### src/rtl/pair_issue.sv
module pair_issue #(
  parameter int TAG_W = 8,
  parameter int RW    = 3
) (
  input  logic               clk,
  input  logic               rst,
  input  logic               stall,
  input  logic [1:0]         in_vld,
  input  logic [TAG_W-1:0]   in0_tag,
  input  logic               in0_simple,
  input  logic               in0_wr,
  input  logic [RW-1:0]      in0_rd,
  input  logic [RW-1:0]      in0_rs1,
  input  logic [RW-1:0]      in0_rs2,
  input  logic [TAG_W-1:0]   in1_tag,
  input  logic               in1_simple,
  input  logic               in1_wr,
  input  logic [RW-1:0]      in1_rd,
  input  logic [RW-1:0]      in1_rs1,
  input  logic [RW-1:0]      in1_rs2,
  output logic               in_ready,
  output logic [1:0]         issue_cnt,
  output logic [4:0]         u_vld,
  output logic [4:0]         v_vld,
  output logic [5*TAG_W-1:0] u_tags,
  output logic [5*TAG_W-1:0] v_tags
);

  localparam int NST = 5;
  localparam int PF = 0, D1 = 1, D2 = 2, EX = 3, WB = 4;

  typedef struct packed {
    logic [TAG_W-1:0] tag;
    logic             simple;
    logic             wr;
    logic [RW-1:0]    rd;
    logic [RW-1:0]    rs1;
    logic [RW-1:0]    rs2;
  } ins_t;

  ins_t u_st [NST];
  ins_t v_st [NST];
  logic [NST-1:0] u_v, v_v;

  ins_t in0, in1, new_u;
  assign in0   = '{in0_tag, in0_simple, in0_wr, in0_rd, in0_rs1, in0_rs2};
  assign in1   = '{in1_tag, in1_simple, in1_wr, in1_rd, in1_rs1, in1_rs2};
  assign new_u = in_vld[0] ? in0 : in1;

  logic dep, pair_ok, split, adv;
  assign dep = u_st[D1].wr &&
               (v_st[D1].rs1 == u_st[D1].rd || v_st[D1].rs2 == u_st[D1].rd ||
                (v_st[D1].wr && v_st[D1].rd == u_st[D1].rd));
  assign pair_ok   = u_v[D1] && v_v[D1] && v_st[D1].simple && !dep;
  assign split     = u_v[D1] && v_v[D1] && !pair_ok;
  assign adv       = !stall;
  assign in_ready  = adv && !split;
  assign issue_cnt = (!adv || !u_v[D1]) ? 2'd0 : (pair_ok ? 2'd2 : 2'd1);

  always_ff @(posedge clk) begin
    if (rst) begin
      u_v <= '0;
      v_v <= '0;
    end else if (adv) begin
      for (int s = EX; s <= WB; s++) begin
        u_v[s]  <= u_v[s-1];
        v_v[s]  <= v_v[s-1];
        u_st[s] <= u_st[s-1];
        v_st[s] <= v_st[s-1];
      end
      u_v[D2]  <= u_v[D1];
      u_st[D2] <= u_st[D1];
      v_v[D2]  <= pair_ok;
      v_st[D2] <= v_st[D1];
      if (split) begin
        u_v[D1]  <= 1'b1;
        u_st[D1] <= v_st[D1];
        v_v[D1]  <= 1'b0;
      end else begin
        u_v[D1]  <= u_v[PF];
        u_st[D1] <= u_st[PF];
        v_v[D1]  <= v_v[PF];
        v_st[D1] <= v_st[PF];
        u_v[PF]  <= |in_vld;
        u_st[PF] <= new_u;
        v_v[PF]  <= &in_vld;
        v_st[PF] <= in1;
      end
    end
  end

  assign u_vld = u_v;
  assign v_vld = v_v;

  for (genvar s = 0; s < NST; s++) begin : g_tags
    assign u_tags[s*TAG_W +: TAG_W] = u_st[s].tag;
    assign v_tags[s*TAG_W +: TAG_W] = v_st[s].tag;
  end


  v_simple_chk: assert property (@(posedge clk) disable iff (rst)
    v_v[D2] |-> v_st[D2].simple);


  v_indep_chk: assert property (@(posedge clk) disable iff (rst)
    (v_v[D2] && u_st[D2].wr) |->
      (v_st[D2].rs1 != u_st[D2].rd && v_st[D2].rs2 != u_st[D2].rd &&
       !(v_st[D2].wr && v_st[D2].rd == u_st[D2].rd)));


  v_needs_u_chk: assert property (@(posedge clk) disable iff (rst)
    v_v[D2] |-> u_v[D2]);


  stall_hold_chk: assert property (@(posedge clk) disable iff (rst)
    stall |=> ($stable(u_vld) && $stable(v_vld) && $stable(u_tags) && $stable(v_tags)));


  lockstep_chk: assert property (@(posedge clk) disable iff (rst)
    !stall |=> (u_vld[4:3] == $past(u_vld[3:2]) && v_vld[4:3] == $past(v_vld[3:2])));


  issue_cnt_chk: assert property (@(posedge clk) disable iff (rst)
    !stall |=> (u_vld[2] == ($past(issue_cnt) != 2'd0) && v_vld[2] == ($past(issue_cnt) == 2'd2)));


  split_hold_chk: assert property (@(posedge clk) disable iff (rst)
    (!stall && !in_ready) |=> ($stable(u_tags[TAG_W-1:0]) && u_vld[1] && !v_vld[1]));

endmodule

### config.mk
export PLATFORM = sky130hd
export DESIGN_NAME = pair_issue
export DESIGN_NICKNAME = d
export VERILOG_FILES = /design/src/rtl/pair_issue.sv
export SDC_FILE = /design/constraint.sdc
export NUM_CORES = 1
export LEC_CHECK = 0
export CORE_MARGIN = 2
export CORE_UTILIZATION = 44
export CTS_CLUSTER_DIAMETER = 50
export DETAILED_ROUTE_END_ITERATION = 7
export PLACE_DENSITY = 0.84
export REMOVE_ABC_BUFFERS = 1
export SETUP_SLACK_MARGIN = 0.05
export SLEW_MARGIN = 20
export SYNTH_ARGS = -nofsm -noshare
export SYNTH_HDL_FRONTEND = slang
export SYNTH_SLANG_ARGS = --single-unit
### constraint.sdc
create_clock -name clk -period 3.95 [get_ports clk]
set_input_delay 0.79 -clock clk [delete_from_list [all_inputs] [get_ports clk]]
set_output_delay 0.79 -clock clk [all_outputs]
set_load 0.02 [all_outputs]
After elaboration in Yosys (flattened, before gate mapping)
Memory sizes are Yosys's and may differ from the RTL's.
Cells that the tools add are included.
{"block": "word_totals", "ff_bits": 10, "latchBits": 0, "mem_bits_rw": 190, "romBits": 0, "out_inout_bits": 93, "wordCells": 47, "mem_count": 2}
{"block": "op_classes", "n_addsub": 0, "n_mul": 0, "n_div": 0, "order_cmp": 0, "eq_ne": 3, "shifts": 0, "muxes": 17, "n_bitwise": 3, "n_reduce_logical": 18}
{"name": "u_st", "depth": 5, "width": 19, "read_ports": 5, "rd_ports_with_merged_regs": 0, "wr": 5, "line_no": "41", "rtl": "ins_t u_st [NST];"}
{"name": "v_st", "depth": 5, "width": 19, "read_ports": 5, "rd_ports_with_merged_regs": 0, "wr": 5, "line_no": "42", "rtl": "ins_t v_st [NST];"}
{"operator": "2-to-1 mux 19 bit", "count": 2}
{"operator": "2-to-1 mux 1 bit", "count": 13}
{"operator": "== test 3 bit", "count": 3}
{"operator": "logical AND 1 bit", "count": 7}
{"operator": "logical NOT 1 bit", "count": 5}
{"operator": "2-to-1 mux 2 bit", "count": 2}
{"operator": "AND reduction 2 bit", "count": 2}
{"operator": "logical OR 1 bit", "count": 3}
{"operator": "NOT 1 bit", "count": 2}
{"operator": "OR reduction 2 bit", "count": 1}
{"operator": "OR 1 bit", "count": 1}

Depth between registers and ports, before layout
Gate-level depths: netlist of the first run.
{"block": "logic_depth", "word_depth": 13, "ltp_mapped": 5, "ltp_nobuf": 4}

Worst setup path before layout of the first run
OpenSTA, ideal clock, no wires.
{"block": "synth_timing", "kind": "input-to-reg", "from": "input port stall", "to": "memory u_st[0][11] (netlist bit), enable pin", "t_arrival_ns": 3.429, "required_time_ns": 3.492, "setup_slack_ns": 0.063, "cell_stages": 4, "path_buffers": 1, "path_cell_list": "buf_2 nor2_1 a41oi_2 nor2_1"}
{"item": "from (decl)", "line_no": "7", "rtl": "input logic stall,"}
{"item": "to (decl)", "line_no": "41"}

==> impl_metrics.yaml, run 1 <==
global_route:
  antenna_found_initial: 0
  grt_overflow_total: 0
  grt_max_degree: 97
  grt_pass1_wl_um: 15320
  grt_pass1_vias: 2948
  grtUsageTotal: 0.1599
synth:
  syn_inst: 356
  ys_top_cells_by_area: "edfxtp_1 63%, buf_4 12%, dfxtp_1 3.8%"
  netlist.area_leader.share: 0.6326
  synth_flop_cell: "edfxtp_1"
  synth_seq_area_share: 0.6710
  syn_area_per_cell_um2: 14.67
  synth_edf_count: 110
  async_flop_share: 0
  ys_seq_elements: 120
  yosysWarnings: 0
  ys_types: 36
  syn_area_um2: 5221
  synth_area_leader_cell: "edfxtp_1"
critical_path:
  timing.rr.end: "u_st[0][31]"
  required_ns: 3.16
  critical_path_arrival_ns: 2.72
  endpoint: "issue_cnt[0]"
  r2r_slack_ns: 1.70
  cp-start-kind: "flop"
  crit_chain: "xnor2_1 -> and3_1 -> o31a_1 -> o21ba_1 -> clkdlybuf4s50_1"
  crit_path_end_kind: "output port"
  crit_path_max_incr_delay_ns: 0.59
  regToRegStartpoint: "u_vld[1]"
  cp_max_fo: 13
  crit_family: "buffers and inverters"
  critPathBufInv: 1
  critPathKind: "flop to output port"
  r2r_cells: 4
  worst-path-stages: 5
  setup.worst_path.start: "u_st[0][26]"
  slowest_stage: "clkdlybuf4s50_1"
power_and_ir_drop:
  peakVddDrop_mv: 0.2241
  p_leak_nw: 2.258
  power_density_nw_per_um2: 489.2
  power.internal_mw: 2.524
  p_sw_frac: 0.2241
  power_frac_clock: 0.449
  power_mw: 3.253
  p_sw_uw: 728.9
  combPwrFrac: 0.092
  power_frac_seq: 0.460
floorplan:
  die_w_um: 112.9
  rows: 39
  ioPinCount: 136
  initial_utilization: 0.4534
  core_area_um2: 11520
  dieArea_um2: 12750
  die_h_um: 112.9
sta:
  hold_viol_final: 0
  max_freq_mhz: 284.8
  final_min_period_over_clock_period: 0.8890
  setup_viol: 0
  maxSlewHeadroom: 0.5021
  setup-tns-final_ns: 0
  skew_ns: 0.006007
  min_period_ns: 3.512
  rsz0062_at_grt: "false"
  worst_slew_pin_slew_ns: 0.7445
  slew_violations: 0
  worst_slack_ns: 0.4384
route:
  drc: 10
  viasPerCell: 5.192
  wl_per_cell_um: 17.74
  ant_nets: 0
  dr.pass1.iters: 7
  drtIter0Drc: 198
  routed-via-count: 2949
  finalWirelength_um: 10080
cells_and_area:
  area_growth_pct: 27.34
  fin_nets: 455
  layout_commonest_cell: "clkdlybuf4s50_1"
  final_cell_mix: "128 x clkdlybuf4s50_1, 110 x edfxtp_1, 17 x clkbuf_16, 15 x nand3_1"
  n_antenna_cell: 0
  fillers: 913
  layout-drive-gt1-share: 0.1247
  fin_util: 0.5774
clock_network:
  htree_levels: 4
  ctsHoldBuffers: 0
  cts_buffer_depth: 2
  cts_setup_buffers: 0
  cts_tree: "built"
  clkTransAtPathRegs_ns: 0.05
  cts_buffers: 17
  root_buffer: "clkbuf_16"
  clk_latency_ns: 0.41
  clock_sinks: 120
  cts_resized: 0
placed_design:
  port_buffers: 128
  dpl.hpwl_um: 6645
  routabilityCongestion: 0.7731
  pre_cts_ws_ns: 0.6314
run:
  drv_cap: 0
outcome:
  violations: "design-rule violations"
  status: "finished with violations"
min_path:
  worstHoldPathType: "flop to flop"
-- worst min path at each step --
stage          cells after the start           to  slack (ns)   startpoint
6_report                           0  v_st[0][29]        0.42  v_st[0][10]
5_1_grt                            0  v_st[0][26]        0.42   v_st[0][7]
4_1_cts                            0  v_st[0][21]        0.42   v_st[0][2]
3_5_place_dp                       0  v_st[0][21]        0.41   v_st[0][2]
3_3_place_gp                       0  v_st[0][27]        0.40   v_st[0][8]
2_1_floorplan                      0  v_st[0][19]        0.40   v_st[0][0]
-- layout make-up --
| type | count | area [um2] | area share |
|---|---|---|---|
| Multi-Input combinational cell | 139 | 1057 | 0.1590 |
| Sequential cell | 120 | 3503 | 0.5269 |
| Tap cell | 143 | 178.9 | 0.02691 |
| Clock buffer | 20 | 436.7 | 0.06568 |
| Timing Repair Buffer | 132 | 1336 | 0.2010 |
| Inverter | 2 | 7.507 | 0.001129 |
| Clock inverter | 12 | 128.9 | 0.01938 |
-- cells in the mapped netlist (all sizes together), types with 2 or more instances --
cell type	instances
nand2	5
dfxtp	10
o211ai	12
inv	2
and3	14
a311oi	12
o21ba	2
o311ai	12
edfxtp	110
clkbuf	8
mux2	13
a21oi	2
mux2i	6
nor2b	13
buf	87
nand3	15
a41oi	2
and2	2
nor2	7
nand2b	4
xnor2	9
-- through the flow --
step	area, um2	hold slack [ns]	cells
CTS	6649	0.4193	568
floorplan	4556	0.4003	261
global route	6649	0.4246	568
finish	6649	0.4179	568
detailed placement	6083	0.4061	536
global placement	6083	0.4033	536
-- metal layers --
metal  vias up  track usage  wire length [um]
met3        23      0.05142               707
met1      1418       0.1797              3920
met4         0      0.08130               251
li1       1387            -                 -
met5         -            0                 0
met2       121       0.2743              5199
-- cell families (layout without fill, tap and decap cells) --
group | Yosys count | in the layout | share of synthesized area
AO/OA/AOI/OAI | 46 | 46 | 0.07453
multiplexers | 19 | 19 | 0.03954
flip-flops | 120 | 120 | 0.6710
buffers and inverters | 97 | 166 | 0.1289
XOR/XNOR | 9 | 9 | 0.01510
AND/OR/NAND/NOR | 65 | 65 | 0.07093
-- power groups by stage --
stage / sequential [mW] / combinational [mW] / clock [mW]
floorplan: 1.57 / 0.0893 / 0
global placement: 1.52 / 0.290 / 0
detailed placement: 1.52 / 0.297 / 0
CTS: 1.50 / 0.299 / 1.49
global route: 1.50 / 0.315 / 1.55
finish: 1.50 / 0.298 / 1.46
-- flip-flops by register name (all words and copies together), names as in the netlist --
signal	count
v_st	62
u_st	48
u_vld	5
v_vld	5
-- worst reg2reg max path, stage by stage, from the launching register on --
cell      delay [ns]
dfxtp_1         0.37
and2_1          0.48
nand2_1         0.50
a311oi_1        0.47
o211ai_1        0.16
Note: power is estimated with default switching activity, not from simulation.
==> run 2, diff against run 1 <==
--- a/config.mk
+++ b/config.mk
@@ -5,8 +5,9 @@
 export SDC_FILE = /design/constraint.sdc
 export NUM_CORES = 1
 export LEC_CHECK = 0
+export ABC_AREA = 1
 export CORE_MARGIN = 2
-export CORE_UTILIZATION = 44
+export CORE_UTILIZATION = 43
 export CTS_CLUSTER_DIAMETER = 50
 export DETAILED_ROUTE_END_ITERATION = 7
 export PLACE_DENSITY = 0.84
==> impl_metrics.yaml, run 2 <==
sta:
  max_freq_mhz: 288.0
  hold_viol_final: 0
  final_min_period_over_clock_period: 0.8789
  worst_slew_pin_slew_ns: 0.7150
  setup_viol: 0
  rsz0062_at_grt: "false"
  slew_violations: 0
  min_period_ns: 3.472
  setup-tns-final_ns: 0
  skew_ns: 0.01045
  maxSlewHeadroom: 0.5233
synth:
  yosysWarnings: 0
  synth_flop_cell: "edfxtp_1"
  syn_inst: 370
  syn_area_um2: 4865
  synth_area_leader_cell: "edfxtp_1"
  async_flop_share: 0
  synth_most_common_cell: "edfxtp_1"
  synthTopCellsByCount: "110 x edfxtp_1, 88 x nand2_1, 80 x buf_4"
  netlist.area_leader.share: 0.6790
  ys_seq_elements: 120
  syn_area_per_cell_um2: 13.15
  ys_top_cells_by_area: "edfxtp_1 68%, buf_4 12%, nand2_1 6.8%"
  ys_types: 20
  synth_seq_area_share: 0.7202
  synth_edf_count: 110
critical_path:
  cp-start-kind: "input pin"
  crit_chain: "clkdlybuf4s50_1 -> inv_1 -> nand3_4 -> nand2_4 -> clkdlybuf4s50_1"
  crit_path_end_kind: "output port"
  required_ns: 3.16
  slowest_stage: "clkdlybuf4s50_1"
  crit_top_cell: "clkdlybuf4s50_1"
  worst-path-stages: 5
  crit_family: "buffers and inverters"
  cp_max_fo: 16
  critPathBufInv: 3
  critical_path_arrival_ns: 2.68
  crit_path_max_incr_delay_ns: 0.63
  endpoint: "in_ready"
  regToRegStartpoint: "u_st[0][27]"
  r2r_slack_ns: 1.58
  r2r_cells: 12
  setup.worst_path.start: "stall"
  timing.rr.end: "v_st[0][19]"
  critPathKind: "input pin to output port"
global_route:
  grt_pass1_vias: 2497
  antenna_found_initial: 0
  grt_max_degree: 61
  top_usage_layer: "met2"
  grt_pass1_wl_um: 12520
  grtUsageMet3: 0.04527
  use_met2: 0.2279
  grtUsageTotal: 0.1426
  met1_usage: 0.1611
  grt_overflow_total: 0
floorplan:
  die_h_um: 110.4
  rows: 38
  initial_utilization: 0.4449
  die_w_um: 110.4
  dieArea_um2: 12180
  core_area_um2: 10940
  ioPinCount: 136
run:
  drv_cap: 0
clock_network:
  ctsHoldBuffers: 0
  htree_levels: 4
  clkTransAtPathRegs_ns: 0.05
  clock_sinks: 120
  cts_resized: 0
  root_buffer: "clkbuf_16"
  cts_buffers: 17
  cts_setup_buffers: 0
  clk_latency_ns: 0.41
  cts_buffer_depth: 2
  cts_tree: "built"
cells_and_area:
  area_growth_pct: 29.40
  layout_commonest_cell: "clkdlybuf4s50_1"
  n_antenna_cell: 0
  top_regs: "v_st (62), u_st (48)"
  fin_nets: 476
  regMostFlops: "v_st"
  final_cell_mix: "128 x clkdlybuf4s50_1, 110 x edfxtp_1, 88 x nand2_1, 17 x clkbuf_16"
  layout-drive-gt1-share: 0.1076
  final_cells: 586
  largest_reg_flops: 62
power_and_ir_drop:
  p_leak_nw: 2.396
  power_mw: 3.228
  power_density_nw_per_um2: 512.7
  peakVddDrop_mv: 0.2270
min_path:
  worstHoldPathType: "flop to flop"
placed_design:
  port_buffers: 128
  place_inst: 554
  routabilityCongestion: 0.7762
  dpl.hpwl_um: 6209
route:
  routed-via-count: 2639
  finalWirelength_um: 8458
  drtIter0Drc: 130
  viasPerCell: 4.503
  ant_nets: 0
  wl_per_cell_um: 14.43
  drc: 0
  dr.pass1.iters: 5
outcome:
  status: "completed"
==> run 2: cell count changes after synthesis, sizes merged, moves of 5 or more <==
cell	previous run	this run
o211ai	12	0
xnor2	9	1
nor2	7	15
nand2	5	96
and3	14	0
o311ai	12	0
a311oi	12	0
inv	2	19
nor2b	13	0
mux2	13	0
mux2i	6	0
nand3	15	20
==> run 2: through the flow <==
stage	area, um2	hold slack [ns]	util	setup WS, ns
after floorplan	4222	0.4003	-	0.1635
after global placement	5708	0.4026	0.5220	0.5480
after detailed placement	5708	0.4045	0.5220	0.4835
after CTS	6295	0.4180	0.5756	0.4851
after global routing	6295	0.4239	0.5756	0.3637
final	6295	0.4175	0.5756	0.4783
==> run 2: routing by layer <==
| layer | part of all wire | vias to the layer above |
|---|---|---|
| met2 | 0.50 | 111 |
| li1 | - | 1289 |
| met5 | 0 | - |
| met3 | 0.060 | 25 |
| met1 | 0.41 | 1214 |
| met4 | 0.035 | 0 |
==> run 2: logic make-up after synthesis <==
kind of cell | share of synthesized area
simple gates | 0.1193
buf+inv | 0.1469
compound gates | 0.01183
xor+xnor | 0.001801
flops | 0.7202
==> run 2: cell type report <==
cell class / instances / area, um2
timing repair buffer: 131 / 1304
sequential: 120 / 3503
clock buffer: 18 / 429.2
tap: 140 / 175.2
fill: 870 / 4641
multi-input combinational: 144 / 654.4
inverter: 19 / 71.32
clock inverter: 14 / 157.7
==> run 2: report_power, final <==
group / leakage (nW) / internal [mW] / switching, mW
clock network: 0.282 / 0.981 / 0.516
logic: 0.998 / 0.114 / 0.134
registers: 1.12 / 1.45 / 0.0284
total: 2.40 / 2.55 / 0.679
==> run 2: worst min path at each step <==
| stage | startpoint | endpoint | slack [ns] | cells past startpoint |
|---|---|---|---|---|
| 5_1_grt | v_st[0][10] | v_st[0][29] | 0.42 | 0 |
| 3_5_place_dp | v_st[0][0] | v_st[0][19] | 0.40 | 0 |
| 4_1_cts | v_st[0][10] | v_st[0][29] | 0.42 | 0 |
| 6_report | v_st[0][9] | v_st[0][28] | 0.42 | 0 |
| 3_3_place_gp | v_st[0][10] | v_st[0][29] | 0.40 | 0 |
| 2_1_floorplan | v_st[0][0] | v_st[0][19] | 0.40 | 0 |
==> run 3, diff against run 2 <==
--- a/config.mk
+++ b/config.mk
@@ -6,7 +6,7 @@
 export NUM_CORES = 1
 export LEC_CHECK = 0
 export ABC_AREA = 1
-export CORE_MARGIN = 2
+export CORE_MARGIN = 1.5
 export CORE_UTILIZATION = 43
 export CTS_CLUSTER_DIAMETER = 50
 export DETAILED_ROUTE_END_ITERATION = 7
==> impl_metrics.yaml, run 3 (synthesized netlist as in run 2, its figures left out) <==
global_route:
  grt_pass1_vias: 2642
  grtUsageTotal: 0.1502
  grt_pass1_wl_um: 13050
  antenna_found_initial: 0
  grt_overflow_total: 0
  grt_max_degree: 51
route:
  routed-via-count: 2615
  drtIter0Drc: 185
  viasPerCell: 4.470
  wl_per_cell_um: 14.78
  ant_nets: 0
  drc: 0
  finalWirelength_um: 8649
  dr.pass1.iters: 4
critical_path:
  crit_path_end_kind: "output port"
  crit_family: "buffers and inverters"
  crit_path_max_incr_delay_ns: 0.64
  slowest_stage: "clkdlybuf4s50_1"
  cp-start-kind: "input pin"
  critical_path_arrival_ns: 2.68
  crit_top_cell: "clkdlybuf4s50_1"
  critPathKind: "input pin to output port"
  cp_max_fo: 16
  required_ns: 3.16
  critPathBufInv: 3
  crit_chain: "clkdlybuf4s50_1 -> inv_1 -> nand3_4 -> nand2_4 -> clkdlybuf4s50_1"
floorplan:
  ioPinCount: 136
  die_h_um: 109.4
  initial_utilization: 0.4449
  rows: 38
  die_w_um: 109.4
  core_area_um2: 10940
  dieArea_um2: 11960
sta:
  setup-tns-final_ns: 0
  slew_violations: 0
  skew_ns: 0.01136
  setup_viol: 0
  max_freq_mhz: 288.0
  rsz0062_at_grt: "false"
  worst_slew_pin_slew_ns: 0.6896
  maxSlewHeadroom: 0.5392
  final_min_period_over_clock_period: 0.8790
  min_period_ns: 3.472
  hold_viol_final: 0
power_and_ir_drop:
  p_leak_nw: 2.377
  power_density_nw_per_um2: 501.7
  peakVddDrop_mv: 0.2505
cells_and_area:
  layout-drive-gt1-share: 0.09663
  largest_reg_flops: 62
  final_cells: 585
  top_regs: "v_st (62), u_st (48)"
  area_growth_pct: 28.91
  fin_nets: 475
  fillers: 873
  n_antenna_cell: 0
  regMostFlops: "v_st"
  design_area_um2: 6271
  seq_area_um2: 3503
  multiInputGateArea_um2: 654.4
  layout_commonest_cell: "clkdlybuf4s50_1"
  final_cell_mix: "128 x clkdlybuf4s50_1, 110 x edfxtp_1, 88 x nand2_1, 17 x clkbuf_16"
clock_network:
  cts_tree: "built"
  cts_buffers: 17
  cts_resized: 0
  clk_latency_ns: 0.40
  ctsHoldBuffers: 0
  clock_sinks: 120
  root_buffer: "clkbuf_16"
  cts_setup_buffers: 0
  cts_buffer_depth: 2
  clkTransAtPathRegs_ns: 0.05
  htree_levels: 4
outcome:
  status: "completed"
placed_design:
  place_inst: 553
  port_buffers: 128
  dpl_cell_area_um2: 5725
  dpl.hpwl_um: 6239
  routabilityCongestion: 0.7551
run:
  drv_cap: 0
min_path:
  worstHoldPathType: "flop to flop"
-- run 3: per-stage QoR --
step / total power [mW] / util / hold WS, ns / setup WS [ns]
final: 3.146 / 0.5735 / 0.4152 / 0.4780
after global routing: 3.250 / 0.5735 / 0.4320 / 0.3541
after CTS: 3.174 / 0.5735 / 0.4164 / 0.4773
after detailed placement: 1.761 / 0.5236 / 0.4045 / 0.4836
after global placement: 1.751 / 0.5236 / 0.4024 / 0.5459
after floorplan: 1.615 / - / 0.4003 / 0.1635
-- run 3: final timing paths --
path         slack [ns]  depth (start not counted)        start     endpoint
max                0.48                          5        stall     in_ready
min reg2reg        0.42                          0   v_st[0][5]  v_st[0][24]
min                0.42                          0   v_st[0][5]  v_st[0][24]
max reg2reg        1.79                         12  u_st[0][27]  v_st[0][23]
-- run 3: final cells by class --
type | instances | share of cell area
sequential | 120 | 0.5587
tap | 140 | 0.02793
inverter | 19 | 0.01137
clock inverter | 12 | 0.01736
timing repair buffer | 130 | 0.2107
clock buffer | 20 | 0.06963
multi-input combinational | 144 | 0.1043
-- run 3: where the power goes --
| group | leakage, nW | switching, mW | internal (mW) | total (mW) |
|---|---|---|---|---|
| Clock | 0.261 | 0.501 | 0.912 | 1.41 |
| Combinational | 1.00 | 0.135 | 0.116 | 0.251 |
| Sequential | 1.12 | 0.0289 | 1.45 | 1.48 |
-- run 3: worst reg2reg max path: stages (launching register included) --
cell	delay [ns]
edfxtp_1	0.45
inv_1	0.11
nand2_1	0.06
nand2_1	0.06
nor2_1	0.03
nand2_1	0.06
nand3_2	0.07
nand2_2	0.12
nand3_4	0.13
nand2_4	0.20
nand2_4	0.15
inv_2	0.12
buf_12	0.24
-- run 3: layer usage --
layer  track usage  up-vias  share of wire
met2        0.2511      111           0.51
li1              -     1287              -
met3       0.04446        9          0.063
met5             0        -              0
met4       0.08256        0          0.017
met1        0.1731     1208           0.41
